`src/rtl/counter_chain_pkg.sv`:
```
package counter_chain_pkg;
  // Bit width of one counter slice
  localparam int unsigned DEF_SLICE_W = 8;
  // Number of slices in the default chain
  localparam int unsigned DEF_SLICES  = 4;

  // How the per-slice enables are formed from lower flags
  typedef enum logic {
    OR_RIPPLE = 1'b0,  // running OR passed up the chain
    OR_FLAT   = 1'b1   // separate wide OR for each slice
  } or_style_e;
endpackage

```
`src/rtl/ctr_slice.sv`:
```
module ctr_slice #(
  parameter int unsigned W = 8
) (
  input  logic         clk,
  input  logic         load_n,
  input  logic [W-1:0] preset,
  input  logic         en_n,
  output logic [W-1:0] q,
  output logic         tc_n
);
  localparam logic [W-1:0] ONE = W'(1);

  // Load wins over count; enable high holds.
  always_ff @(posedge clk) begin
    if (!load_n)    q <= preset;
    else if (!en_n) q <= q + ONE;
  end

  // Flag low only on the all-ones value of this slice
  assign tc_n = ~(&q);
endmodule

```
`src/rtl/slice_enable_net.sv`:
```
module slice_enable_net
  import counter_chain_pkg::*;
#(
  parameter int unsigned N     = 4,
  parameter or_style_e   STYLE = OR_FLAT
) (
  input  logic         ext_en_n,
  input  logic [N-1:0] tc_n,
  output logic [N-1:0] en_n,
  output logic         chain_tc_n
);
  if (STYLE == OR_RIPPLE) begin : g_ripple
    logic [N:0] run;
    assign run[0] = ext_en_n;
    for (genvar i = 0; i < N; i++) begin : g_stage
      assign en_n[i]  = run[i];
      assign run[i+1] = run[i] | tc_n[i];
    end
    assign chain_tc_n = run[N];
  end else begin : g_flat
    for (genvar i = 0; i < N; i++) begin : g_stage
      if (i == 0) begin : g_low
        assign en_n[i] = ext_en_n;
      end else begin : g_up
        assign en_n[i] = ext_en_n | (|tc_n[i-1:0]);
      end
    end
    assign chain_tc_n = ext_en_n | (|tc_n);
  end
endmodule

```
`src/rtl/counter_chain.sv`:
```
module counter_chain
  import counter_chain_pkg::*;
#(
  parameter int unsigned SLICE_W = DEF_SLICE_W,
  parameter int unsigned SLICES  = DEF_SLICES,
  parameter or_style_e   STYLE   = OR_FLAT,
  localparam int unsigned TOTAL_W = SLICE_W * SLICES
) (
  input  logic               clk,
  input  logic               load_n,
  input  logic [TOTAL_W-1:0] preset,
  input  logic               count_en_n,
  output logic [TOTAL_W-1:0] count,
  output logic               chain_tc_n
);
  logic [SLICES-1:0] sl_tc_n;
  logic [SLICES-1:0] sl_en_n;

  slice_enable_net #(.N(SLICES), .STYLE(STYLE)) u_en_net (
    .ext_en_n   (count_en_n),
    .tc_n       (sl_tc_n),
    .en_n       (sl_en_n),
    .chain_tc_n (chain_tc_n)
  );

  for (genvar s = 0; s < SLICES; s++) begin : g_slice
    ctr_slice #(.W(SLICE_W)) u_slice (
      .clk    (clk),
      .load_n (load_n),
      .preset (preset[s*SLICE_W +: SLICE_W]),
      .en_n   (sl_en_n[s]),
      .q      (count[s*SLICE_W +: SLICE_W]),
      .tc_n   (sl_tc_n[s])
    );
  end
endmodule

```
`config.mk`:
```
export PLATFORM = sky130hd
export DESIGN_NAME = counter_chain
export DESIGN_NICKNAME = d
export VERILOG_FILES = /design/src/rtl/counter_chain_pkg.sv /design/src/rtl/ctr_slice.sv /design/src/rtl/slice_enable_net.sv /design/src/rtl/counter_chain.sv
export SDC_FILE = /design/constraint.sdc
export NUM_CORES = 1
export LEC_CHECK = 0
export BUFFER_PORTS_ARGS = -buffer_cell sky130_fd_sc_hd__buf_4
export CORE_ASPECT_RATIO = 0.9
export CORE_MARGIN = 4
export CORE_UTILIZATION = 40
export DETAILED_ROUTE_END_ITERATION = 10
export MAX_ROUTING_LAYER = met4
export PLACE_DENSITY = 0.67
export SLEW_MARGIN = 10
export SYNTH_ARGS = -nofsm -noshare
export SYNTH_HDL_FRONTEND = slang
export SYNTH_SLANG_ARGS = --single-unit
```
`constraint.sdc`:
```
create_clock -name clk -period 2.5 [get_ports clk]
set_clock_uncertainty 0.05 [all_clocks]
set_input_delay 0 -clock clk [delete_from_list [all_inputs] [get_ports clk]]
set_output_delay 0 -clock clk [all_outputs]
set_load 0.005 [all_outputs]
```
==> out/results.txt <==
The via count of the first global-routing pass was 1593; the achievable frequency was 450 MHz. The die boundary width is 78.3 um, and the required time of the critical path is 2.45 ns. TritonCTS created 5 clock buffers.

For this block, the routed nets add up to 4.57 mm of wire. The register clock-pin slew on the reported worst setup and hold paths is 0.07 ns. For this configuration, the core starts out at a cell density of 42.5%.

Setup violations remaining at the end of the flow were counted as 0. The core area came out at 4180 um2. The most common cell after layout, fill and taps aside was buf_4. The longest clock path from root to sink contains 2 buffers.

The tools report the clock latency of the later-clocked register in the worst-skew pair as 0.29 ns. The number of DRC violations after detailed-routing iteration 0 was 143; the post-route clock period utilization was 88.8%. The logs give 0 for the final number of max-transition violations and 0 for the diode insertion count for antenna repair.

Number of antenna violations at the first check in global routing: 0. Along the worst path, the maximum fanout reaches 4. The total grt overflow is 0, and the global placement routability congestion is 0.727. The top cell types in the final layout, fill and taps aside, are 69 x buf_4, 32 x edfxtp_1, 23 x nor2_1. The logs give 2 for the count of H-tree levels built during CTS and 3.11 mm for the detailed placer's ending HPWL. Number of hold violations in the final report: 0. The register with the most flip-flops in the layout has 32 of them. The layout cell share with drive strength beyond 1 was 30.9%; the post-layout net count was 304.

For this design the static power due to leakage is 1.02 nW. The clock net in this run drives a total of 32 sinks. The post-synthesis average cell area was 10.2 um2. The power per unit of standard cell area was 526 nW/um2. The largest registers in the layout are g_slice.u_slice.q x32. Startpoint type of the worst setup path: a flip-flop. The cell area that synthesis handed to floorplanning was 1780 um2. The tool flagged a number of max-cap violations equal to 0. The clock root buffer is clkbuf_8. When the netlist entered floorplanning its net count stood at 214. The tightest slew margin relative to the limit was 64.6%; the shortest clock period the worst path allows after layout was 2.22 ns.

Gates resized during post-CTS repair numbered 0. The run finished with clean final reports. The synthesis-stage register bit count works out to 32. The initialized floorplan defines 22 standard-cell rows. The summed negative setup slack over all endpoints was 0 ns. The number of primary I/O pins is 68. The layout overhead on the synthesized area is 47.7%, and the maximum vdd ir drop is 306 uV. For the sum of met3 wire segment lengths after detailed routing, the log shows 295 um. Yosys printed 0 warnings. The via total after detailed routing was 1647. The highest routing layer actually used was met4. The kind of critical path is reg -> out.

Wire segments on met2 add up to 2.08 mm in the final route. The run gives 17.7% as the global router's overall resource usage. Setup repair after global routing left no endpoint under its margin.

The run gives 23 as the number of distinct library cell variants in the gate-level netlist after synthesis. The final core utilization came out at 62.8%. The critical path data arrival time was 2.17 ns. In the final routed layout, each cell accounts on average for 14.0 um.

The class of the worst hold path is in -> reg. At the pin with the least slew margin, the transition time is 0.531 ns. For this run, the detailed router's first-pass iteration total came to 4. The detail route stage leaves a number of antenna-violating nets equal to 0. The first global-routing pass estimated 7.45 mm of wire.

The count of buffers inserted at the top-level ports is 67. The worst setup path is captured at a primary output. Synthesis produced a netlist whose cell count is 175. The number of remaining DRC errors was 0. Counting flops per register, the top entry is g_slice.u_slice.q.

TritonCTS built the clock tree. The run gives 5580 um2 as the area of the die. After synthesis, flip-flops and latches occupy 54.0% of the total area. The wire length the detailed router placed on met1 was 2.12 mm. Entering global routing, the biggest net connects 58 pins. Dividing the detail-routed via count by the number of cells gives 5.07. Vertical extent of the die: 71.3 um.
worst max-delay path, stage by stage (launching register included):
cell and delay, ns:
edfxtp_1 0.40, ha_1 0.25, nand4b_1 0.16, or4_4 0.55, or3_1 0.37, buf_4 0.15
cell type report:
type                    count  area [um2]
fillers                   375        1560
inverters                   3        11.3
multi-input cells         134         785
flip-flops and latches     32         961
well taps                  60        75.1
clock buffers               6        72.6
clock inverters             1        5.00
repair buffers             89         718
worst paths after layout:
check | depth (start not counted) | startpoint | endpoint | slack [ns]
setup / recovery | 5 | g_slice[0].u_slice.q[1] | chain_tc_n | 0.28
hold / removal | 3 | preset[28] | g_slice[3].u_slice.q[4] | 0.004
setup reg to reg | 5 | g_slice[0].u_slice.q[1] | g_slice[3].u_slice.q[5] | 0.46
hold reg to reg | 1 | g_slice[0].u_slice.q[0] | g_slice[0].u_slice.q[0] | 0.59
what timing repair did:
action,4_1_cts,5_1_grt
buffers inserted,0,0
setup endpoints to repair,0,0
hold buffers,20,0
endpoints found under the hold margin,20,0
kinds of logic after synthesis:
logic type	after synthesis	share of synthesized area (%)
xor gates and xnor gates	12	5.91
AOI/OAI and AO/OA	42	12.9
buffers and inverters	9	1.90
adders and majority gates	4	2.81
muxes	4	2.53
DFF	32	54.0
and+or+nand+nor	72	19.9
cell usage after synthesis:
master	number	area, um2
a21oi_1	12	60.1
a31oi_1	11	68.8
buf_1	1	3.75
clkbuf_1	5	18.8
edfxtp_1	32	961
ha_1	4	50.1
inv_1	3	11.3
mux2_2	4	45.0
nand2_1	15	56.3
nand2b_1	1	6.26
nand3_1	13	65.1
nand4_1	3	18.8
nand4_2	1	12.5
nand4b_1	1	8.76
nor2_1	23	86.3
o211ai_1	1	7.51
o21ai_0	17	85.1
o311ai_0	1	8.76
or3_1	13	81.3
or3_2	1	7.51
or4_4	1	11.3
xnor2_1	5	43.8
xor2_1	7	61.3
where the power goes:
| group | switching [W] | internal (W) |
|---|---|---|
| Combinational | 0.000121 | 0.000170 |
| Sequential | 0.0000578 | 0.000656 |
| Clock | 0.000188 | 0.000189 |
| Total | 0.000367 | 0.00101 |
stage by stage:
step / worst slack (ns) / area, um2 / total power (W) / instances / hold WS, ns
2_1_floorplan: 0.173 / 1780 / 0.000841 / 175 / 0.141
3_3_place_gp: 0.525 / 2350 / 0.000987 / 298 / 0.232
3_5_place_dp: 0.468 / 2350 / 0.000992 / 298 / 0.232
4_1_cts: 0.282 / 2630 / 0.00139 / 325 / 0.00162
5_1_grt: 0.178 / 2630 / 0.00146 / 325 / 0.0160
6_report: 0.279 / 2630 / 0.00138 / 325 / 0.00359
routing by layer:
metal  vias up  GRT usage (%)
met5         -              -
met4         0           5.24
met3         8           5.78
met2        49           27.6
met1       756           22.2
li1        834              -
No activity file was read; power rests on OpenSTA's default activity.
